==> src/rtl/qos_arb_pkg.sv <==
package qos_arb_pkg;

    localparam int GNT_W   = 2;
    localparam int GNT_RT  = 0;
    localparam int GNT_NRT = 1;

    typedef logic [GNT_W-1:0] gnt_t;

    typedef enum logic {
        ARB_IDLE = 1'b0,
        ARB_BUSY = 1'b1
    } arb_state_e;

    typedef struct packed {
        logic vld;
        gnt_t sel;
    } arb_pick_t;

    function automatic gnt_t gnt_of(input logic pick_nrt);
        gnt_t g;
        g = '0;
        g[pick_nrt ? GNT_NRT : GNT_RT] = 1'b1;
        return g;
    endfunction

endpackage

==> src/rtl/qos_age_timer.sv <==
module qos_age_timer #(
    parameter int CW       = 16,
    parameter int DIV_LOG2 = 6
) (
    input  logic          clk,
    input  logic          rst,
    input  logic          nrt_req,
    input  logic          nrt_start,
    input  logic [CW-1:0] limit,
    output logic          aged
);
    localparam logic [DIV_LOG2-1:0] PRE_LAST = '1;

    logic                tracking;
    logic [DIV_LOG2-1:0] pre;
    logic [CW-1:0]       cnt;
    logic                tick;

    assign tick = (pre == PRE_LAST);

    always_ff @(posedge clk) begin
        if (rst) begin
            tracking <= 1'b0;
            pre      <= '0;
            cnt      <= '0;
        end else if (nrt_start || !nrt_req) begin
            tracking <= 1'b0;
            pre      <= '0;
        end else if (!tracking) begin
            tracking <= 1'b1;
            pre      <= '0;
            cnt      <= limit;
        end else begin
            pre <= pre + 1'b1;
            if (tick && cnt != '0)
                cnt <= cnt - 1'b1;
        end
    end

    assign aged = nrt_req && (tracking ? (cnt == '0) : (limit == '0));
endmodule

==> src/rtl/qos_block_window.sv <==
module qos_block_window #(
    parameter int TW = 16,
    parameter int CW = 16
) (
    input  logic [TW-1:0] now,
    input  logic [TW-1:0] launch,
    input  logic [CW-1:0] zone,
    output logic          blocked
);
    localparam int XW = (TW > CW) ? TW : CW;

    logic [TW-1:0] lead;
    logic [XW-1:0] lead_x;
    logic [XW-1:0] zone_x;

    assign lead    = launch - now;
    assign lead_x  = XW'(lead);
    assign zone_x  = XW'(zone);
    assign blocked = lead_x < zone_x;
endmodule

==> src/rtl/qos_pick.sv <==
module qos_pick
    import qos_arb_pkg::*;
(
    input  logic      qos_en,
    input  logic      rt_req,
    input  logic      nrt_req,
    input  logic      blocked,
    input  logic      aged,
    input  logic      last_nrt,
    output arb_pick_t pick
);
    always_comb begin
        pick = '0;
        if (!qos_en) begin
            if (rt_req && nrt_req)
                pick = '{vld: 1'b1, sel: gnt_of(!last_nrt)};
            else if (rt_req || nrt_req)
                pick = '{vld: 1'b1, sel: gnt_of(nrt_req)};
        end else begin
            if (nrt_req && aged)
                pick = '{vld: 1'b1, sel: gnt_of(1'b1)};
            else if (rt_req)
                pick = '{vld: 1'b1, sel: gnt_of(1'b0)};
            else if (nrt_req && !blocked)
                pick = '{vld: 1'b1, sel: gnt_of(1'b1)};
        end
    end
endmodule

==> src/rtl/qos_tx_arbiter.sv <==
module qos_tx_arbiter
    import qos_arb_pkg::*;
#(
    parameter int TW       = 16,
    parameter int CW       = 16,
    parameter int DIV_LOG2 = 6
) (
    input  logic          clk,
    input  logic          rst,
    input  logic          qos_en,
    input  logic          rt_req,
    input  logic          nrt_req,
    input  logic          tx_done,
    input  logic [TW-1:0] tx_time,
    input  logic [TW-1:0] rt_launch,
    input  logic [CW-1:0] block_zone,
    input  logic [CW-1:0] age_limit,
    output logic [1:0]    grant,
    output logic          start_pulse
);
    arb_state_e state;
    gnt_t       grant_q;
    logic       start_q;
    logic       last_nrt;
    logic       blocked_w;
    logic       aged_w;
    logic       nrt_start;
    arb_pick_t  pick;

    qos_block_window #(.TW(TW), .CW(CW)) u_win (
        .now    (tx_time),
        .launch (rt_launch),
        .zone   (block_zone),
        .blocked(blocked_w)
    );

    assign nrt_start = (state == ARB_IDLE) && pick.vld && pick.sel[GNT_NRT];

    qos_age_timer #(.CW(CW), .DIV_LOG2(DIV_LOG2)) u_age (
        .clk      (clk),
        .rst      (rst),
        .nrt_req  (nrt_req),
        .nrt_start(nrt_start),
        .limit    (age_limit),
        .aged     (aged_w)
    );

    qos_pick u_pick (
        .qos_en  (qos_en),
        .rt_req  (rt_req),
        .nrt_req (nrt_req),
        .blocked (blocked_w),
        .aged    (aged_w),
        .last_nrt(last_nrt),
        .pick    (pick)
    );

    always_ff @(posedge clk) begin
        if (rst) begin
            state    <= ARB_IDLE;
            grant_q  <= '0;
            start_q  <= 1'b0;
            last_nrt <= 1'b1;
        end else begin
            start_q <= 1'b0;
            unique case (state)
                ARB_IDLE: if (pick.vld) begin
                    state    <= ARB_BUSY;
                    grant_q  <= pick.sel;
                    start_q  <= 1'b1;
                    last_nrt <= pick.sel[GNT_NRT];
                end
                ARB_BUSY: if (tx_done) begin
                    state   <= ARB_IDLE;
                    grant_q <= '0;
                end
                default: state <= ARB_IDLE;
            endcase
        end
    end

    assign grant       = grant_q;
    assign start_pulse = start_q;
endmodule

==> config.mk <==
export PLATFORM = sky130hd
export DESIGN_NAME = qos_tx_arbiter
export DESIGN_NICKNAME = d
export VERILOG_FILES = /design/src/rtl/qos_arb_pkg.sv /design/src/rtl/qos_age_timer.sv /design/src/rtl/qos_block_window.sv /design/src/rtl/qos_pick.sv /design/src/rtl/qos_tx_arbiter.sv
export SDC_FILE = /design/constraint.sdc
export NUM_CORES = 1
export LEC_CHECK = 0
export ABC_AREA = 0
export BUFFER_PORTS_ARGS = -buffer_cell sky130_fd_sc_hd__buf_2
export CORE_MARGIN = 2
export CORE_UTILIZATION = 54
export DETAILED_ROUTE_END_ITERATION = 10
export GPL_ROUTABILITY_DRIVEN = 0
export PLACE_DENSITY_LB_ADDON = 0.2
export SLEW_MARGIN = 25
export SYNTH_ARGS = -nofsm -noshare
export SYNTH_HDL_FRONTEND = slang
export SYNTH_SLANG_ARGS = --single-unit
==> constraint.sdc <==
create_clock -name clk -period 5.07 [get_ports clk]
set_input_delay 0.507 -clock clk [delete_from_list [all_inputs] [get_ports clk]]
set_output_delay 0.507 -clock clk [all_outputs]
set_load 0.02 [all_outputs]
==> out/metrics.cfg, run 1 <==
[run_status]
status = finished, final reports clean

[synthesis]
synth_flop_cell = dfxtp_1
async_flop_share_pct = 0
ys_ff_latch = 28
avgSynthCellArea_um2 = 7.76
syn-cell-area_um2 = 2810
yosysWarnings = 0
synth_edf_count = 0
synth_cell_types = 63
synth_nets = 465
ys_seq_area_share_pct = 20.0
syn_inst = 362

[floorplanning]
die_y_um = 76.1
design.core.area_um2 = 5070
start_util_pct = 55.4
die_area_um2 = 5800
die_w_um = 76.1
rows = 26
io_pins = 73

[cts]
cts_made_buffers = 3
post_cts_buffers = 0
cts.path.max_buffers = 2
cts_max_level = 1
cts.reportedPaths.clkPinSlew_ns = 0.11
ctsHoldBuffers = 0
postCtsResizedCells = 0
tritoncts = done
insertion_delay_ns = 0.29
clk_root_buffer_cell = clkbuf_8
cts_sinks = 28

[finish]
nFillCells = 478
layout-drive-gt1-share_pct = 21.7
final_nets = 528
antenna_cells = 0
regArea_um2 = 561
multiInputGateArea_um2 = 1990
areaGrowthSynthToFinish_pct = 15.5

[routing]
drc = 0
vias = 2836
drtIter0Drc = 201
wl_per_cell_um = 12.8
ant_nets = 0
drt-pass1-iter-count = 4
viasPerCell = 5.74
finalWirelength_um = 6330

[sta]
period_minus_slack_ns = 4.39
max_freq_mhz = 228
fin_crit_sh_pct = 86.6
clock_skew_ns = 0.0168
slew_viol_final = 0
rsz0062_at_grt = no
tightest_slew_ns = 0.908
finalSetupViolCount = 0
hold_viol = 0
worst_slack_ns = 0.681
setup_tns_ns = 0
slew_headroom_pct = 39.4

[global_route]
gr-total-overflow = 0
grt_pass1_wl_um = 11400
antenna_found_initial = 0
grt_pass1_vias = 2747
grt_use_total_pct = 22.8
grt_max_degree = 27

[placement]
portBuffers = 72
place_hpwl_um = 4960
post-place-ws_ns = 0.396

[critical_path]
reg2reg_to = u_age.cnt[15]
r2r_slack_ns = 2.09
critPathMaxFanout = 18
worst-setup-path-type = primary input to flop
required_ns = 5.26
cp_data_arrival_time_ns = 4.57
r2r-start = u_age.cnt[0]
critical_path.endpoint_type = flop
worst-r2r-cell-count = 9
start_kind = primary input

[job]
maxCapViolations = 0

[power_and_ir_drop]
power_density_nw_per_um2 = 241
peakVddDrop_mv = 0.207
leakagePower_nw = 1.52

[min_path]
min_from = u_age.pre[0]
hold_end = u_age.pre[0]
hold_path_depth = 1
min_path_type = flop to flop

## worst max path at each step
stage | from | end | cells after the start
floorplan | tx_time[1] | u_age.cnt[0] | 19
global placement | tx_time[1] | u_age.cnt[0] | 18
detailed placement | tx_time[1] | u_age.cnt[0] | 18
CTS | tx_time[1] | u_age.cnt[0] | 18
finish | tx_time[1] | u_age.cnt[0] | 18
global route | tx_time[1] | u_age.cnt[0] | 18
## logic make-up (layout without fill, tap and decap cells)
logic type / Yosys count / after routing / share of synthesized area (%)
AO/OA/AOI/OAI: 99 / 99 / 26.1
flip-flops: 28 / 28 / 20.0
multiplexers: 3 / 3 / 1.07
AND/OR/NAND/NOR: 122 / 122 / 23.6
XOR/XNOR: 16 / 16 / 4.99
adder cells (fa/ha/maj): 33 / 33 / 15.0
buffers and inverters: 61 / 123 / 9.26
## layout make-up
type                    count  share of cell area [%]
clock buffers               3                    1.27
clock inverters             1                   0.926
inverters                  47                    5.44
multi-input cells         273                    61.3
flip-flops and latches     28                    17.3
well taps                  70                    2.70
repair buffers             72                    11.1
## worst max-delay path: stages
cell,delay [ns]
buf_2,0.10
inv_1,0.04
ha_1,0.27
nor2b_1,0.14
o31ai_1,0.40
a211oi_1,0.19
o31ai_1,0.49
o21bai_1,0.11
a21oi_1,0.18
xnor2_1,0.14
ha_1,0.26
a21o_1,0.18
a21o_1,0.18
a21oi_2,0.17
a21oi_1,0.14
and4_4,0.29
or2_1,0.40
o311a_1,0.38
## report_power, final
part,switching (mW),internal (mW)
Clock,0.0723,0.106
Combinational,0.185,0.153
Sequential,0.0247,0.240
## cell usage in the layout, fill, tap and decap left out, drive strengths merged, types with 6 or more instances in the layout
cell	Yosys	final
nor2	31	31
buf	5	72
inv	47	47
xnor2	14	14
o21ai	12	12
a211oi	9	9
nand2	20	20
dfxtp	28	28
o32ai	6	6
nor3	20	20
nor4	11	11
nand3	8	8
ha	32	32
a21oi	23	23
a21o	8	8
## sequential cells by signal (all words and copies together), names as in the netlist
register,count
grant,2
last_nrt,1
start_pulse,1
state,1
u_age.cnt,16
u_age.pre,6
u_age.tracking,1
## through the flow
stage / utilization [%] / hold slack [ns] / power, mW / instances / instance area, um^2
after CTS: 63.9 / 0.464 / 0.784 / 494 / 3240
after global routing: 63.9 / 0.507 / 0.848 / 494 / 3240
after global placement: 62.5 / 0.450 / 0.597 / 490 / 3170
after floorplan: - / 0.433 / 0.525 / 362 / 2810
after detailed placement: 62.5 / 0.451 / 0.605 / 490 / 3170
final: 63.9 / 0.465 / 0.781 / 494 / 3240
## synth_stat cells, types with 3 or more instances
| cell type | instances | area, um^2 |
|---|---|---|
| or3_1 | 4 | 25.0 |
| nor3_1 | 19 | 95.1 |
| o211ai_1 | 5 | 37.5 |
| inv_1 | 47 | 176 |
| o21a_1 | 5 | 37.5 |
| nor2b_1 | 3 | 18.8 |
| and3_1 | 4 | 25.0 |
| mux2i_1 | 3 | 30.0 |
| nor2_1 | 31 | 116 |
| o21ai_1 | 3 | 15.0 |
| o32ai_2 | 5 | 81.3 |
| nor4_1 | 10 | 62.6 |
| o311ai_1 | 3 | 26.3 |
| or2_1 | 3 | 18.8 |
| o221a_1 | 4 | 45.0 |
| o21ai_0 | 9 | 45.0 |
| ha_1 | 32 | 400 |
| o31ai_1 | 4 | 30.0 |
| dfxtp_1 | 28 | 561 |
| xnor2_1 | 14 | 123 |
| a31oi_1 | 5 | 31.3 |
| nand3_1 | 7 | 35.0 |
| a21oi_1 | 22 | 110 |
| clkbuf_1 | 9 | 33.8 |
| buf_6 | 4 | 45.0 |
| nand2_1 | 20 | 75.1 |
| a211oi_1 | 9 | 67.6 |
| a21o_1 | 7 | 52.6 |
## metal layers
layer  wire [um]  track usage (%)  part of all wire (%)  vias up
met4          63             5.45                   1.0        0
met5           0                0                     0        -
met2        2960             39.5                    47       81
met3         330             3.55                   5.2        9
met1        2980             30.0                    47     1305
li1            -                -                     -     1441
Power figures use the tool's default switching activity.
==> run 2: changes to the inputs <==
--- a/config.mk
+++ b/config.mk
@@ -7,6 +7,7 @@
 export LEC_CHECK = 0
 export ABC_AREA = 0
 export BUFFER_PORTS_ARGS = -buffer_cell sky130_fd_sc_hd__buf_2
+export CORE_ASPECT_RATIO = 1.4
 export CORE_MARGIN = 2
 export CORE_UTILIZATION = 54
 export DETAILED_ROUTE_END_ITERATION = 10
==> run 2 against run 1 <==
Net effect:
- power grew 0.59%
- worst setup slack lost 0.042 ns
- global-route usage grew 0.94 points
==> out/metrics.cfg, run 2 (same netlist as run 1, synthesis figures left out) <==
[critical_path]
cp_top_family = compound AO/OA/AOI/OAI gates
required_ns = 5.24
worst-setup-path-type = primary input to flop
cp_slowest_cell = o31ai_1
cpPeakStageDelay_ns = 0.48
cp_num_buf_inv = 2
start_kind = primary input
cp_data_arrival_time_ns = 4.61
critPathMaxFanout = 18
critical_path.endpoint_type = flop
worstPathCellList = buf_2, inv_1, ha_1, nor2b_1, o31ai_1, a211oi_1, o31ai_1, o21bai_1, a21oi_1, xnor2_1, ha_1, a21o_1, a21o_1, a21oi_2, nand4_2, and4_4, or2_1, o311a_1

[global_route]
gr-total-overflow = 0
grt_pass1_vias = 2744
grt_max_degree = 27
antenna_found_initial = 0
grt_use_total_pct = 23.8
grt_pass1_wl_um = 11100

[cts]
insertion_delay_ns = 0.27
cts_max_level = 1
post_cts_buffers = 0
cts_made_buffers = 3
cts.reportedPaths.clkPinSlew_ns = 0.10
tritoncts = done
clk_root_buffer_cell = clkbuf_8
postCtsResizedCells = 0
ctsHoldBuffers = 0
cts_sinks = 28
cts.path.max_buffers = 2

[power_and_ir_drop]
p_int_mw = 0.499
p_comb_share_pct = 43.5
p_sw_share_pct = 36.5
fin_total_pwr_mw = 0.785
power_frac_clock_pct = 22.8
peakVddDrop_mv = 0.122
power_density_nw_per_um2 = 242
leakagePower_nw = 1.52
sequentialPowerShare_pct = 33.7
p_sw_mw = 0.286

[sta]
fin_crit_sh_pct = 87.4
hold_viol = 0
max_freq_mhz = 226
clock_skew_ns = 0.00251
slew_headroom_pct = 36.6
tightest_slew_ns = 0.950
slew_viol_final = 0
hold_ws_ns = 0.478
rsz0062_at_grt = no
finalSetupViolCount = 0
period_minus_slack_ns = 4.43
setup_tns_ns = 0

[min_path]
min_path_type = flop to flop

[placement]
placed_cells = 486
portBuffers = 72
dpl-instance-area_um2 = 3170
place_hpwl_um = 5560

[floorplanning]
start_util_pct = 55.3
rows = 31
die_area_um2 = 5800
design.core.area_um2 = 5080
die_y_um = 89.3
die_w_um = 65.0
io_pins = 73

[routing]
ant_nets = 0
drc = 0
finalWirelength_um = 6800
vias = 2874
viasPerCell = 5.87
wl_per_cell_um = 13.9
drt-pass1-iter-count = 4
drtIter0Drc = 255

[finish]
areaGrowthSynthToFinish_pct = 15.3
final_cell_mix = 72 x buf_2, 47 x inv_1, 32 x ha_1
final_area_um2 = 3240
largest_register = u_age.cnt
antenna_cells = 0
final_cells = 490
mostFrequentLayoutCell = buf_2
largest_reg_flops = 16
layout-drive-gt1-share_pct = 21.7
nFillCells = 509
final_nets = 528

[run_status]
status = finished, final reports clean

[job]
maxCapViolations = 0

run 2: power groups by stage:
stage | logic (mW) | clock network (mW) | registers [mW]
2_1_floorplan | 0.261 | 0 | 0.263
3_3_place_gp | 0.332 | 0 | 0.268
3_5_place_dp | 0.341 | 0 | 0.269
4_1_cts | 0.343 | 0.180 | 0.264
5_1_grt | 0.384 | 0.190 | 0.268
6_report | 0.341 | 0.179 | 0.264
run 2: layout make-up:
type                            instances  area [um^2]  area share (%)
Inverter                               47          176            5.45
Clock buffer                            3         41.3            1.27
Sequential cell                        28          561            17.3
Multi-Input combinational cell        273         1990            61.4
Timing Repair Buffer                   72          360            11.1
Clock inverter                          1         30.0           0.927
Tap cell                               66         82.6            2.55
run 2: stage by stage:
stage / utilization [%] / setup slack (ns)
finish: 63.8 / 0.639
global route: 63.8 / 0.323
CTS: 63.8 / 0.629
detailed placement: 62.3 / 0.354
global placement: 62.3 / 0.497
floorplan: - / 0.921
run 2: worst paths after layout:
kind | startpoint | to | slack [ns] | cells past startpoint
worst max-delay path | tx_time[1] | u_age.cnt[0] | 0.64 | 18
worst min-delay path | u_age.pre[0] | u_age.pre[0] | 0.48 | 1
worst max register to register | u_age.cnt[0] | u_age.cnt[9] | 2.07 | 9
worst min register to register | u_age.pre[0] | u_age.pre[0] | 0.48 | 1
run 2: per-layer routing:
layer	GRT usage [%]	up-vias	wire length, um
met5	0	-	0
met4	9.09	0	165
met3	1.76	11	301
met2	48.8	87	3690
met1	24.6	1338	2640
li1	-	1438	-
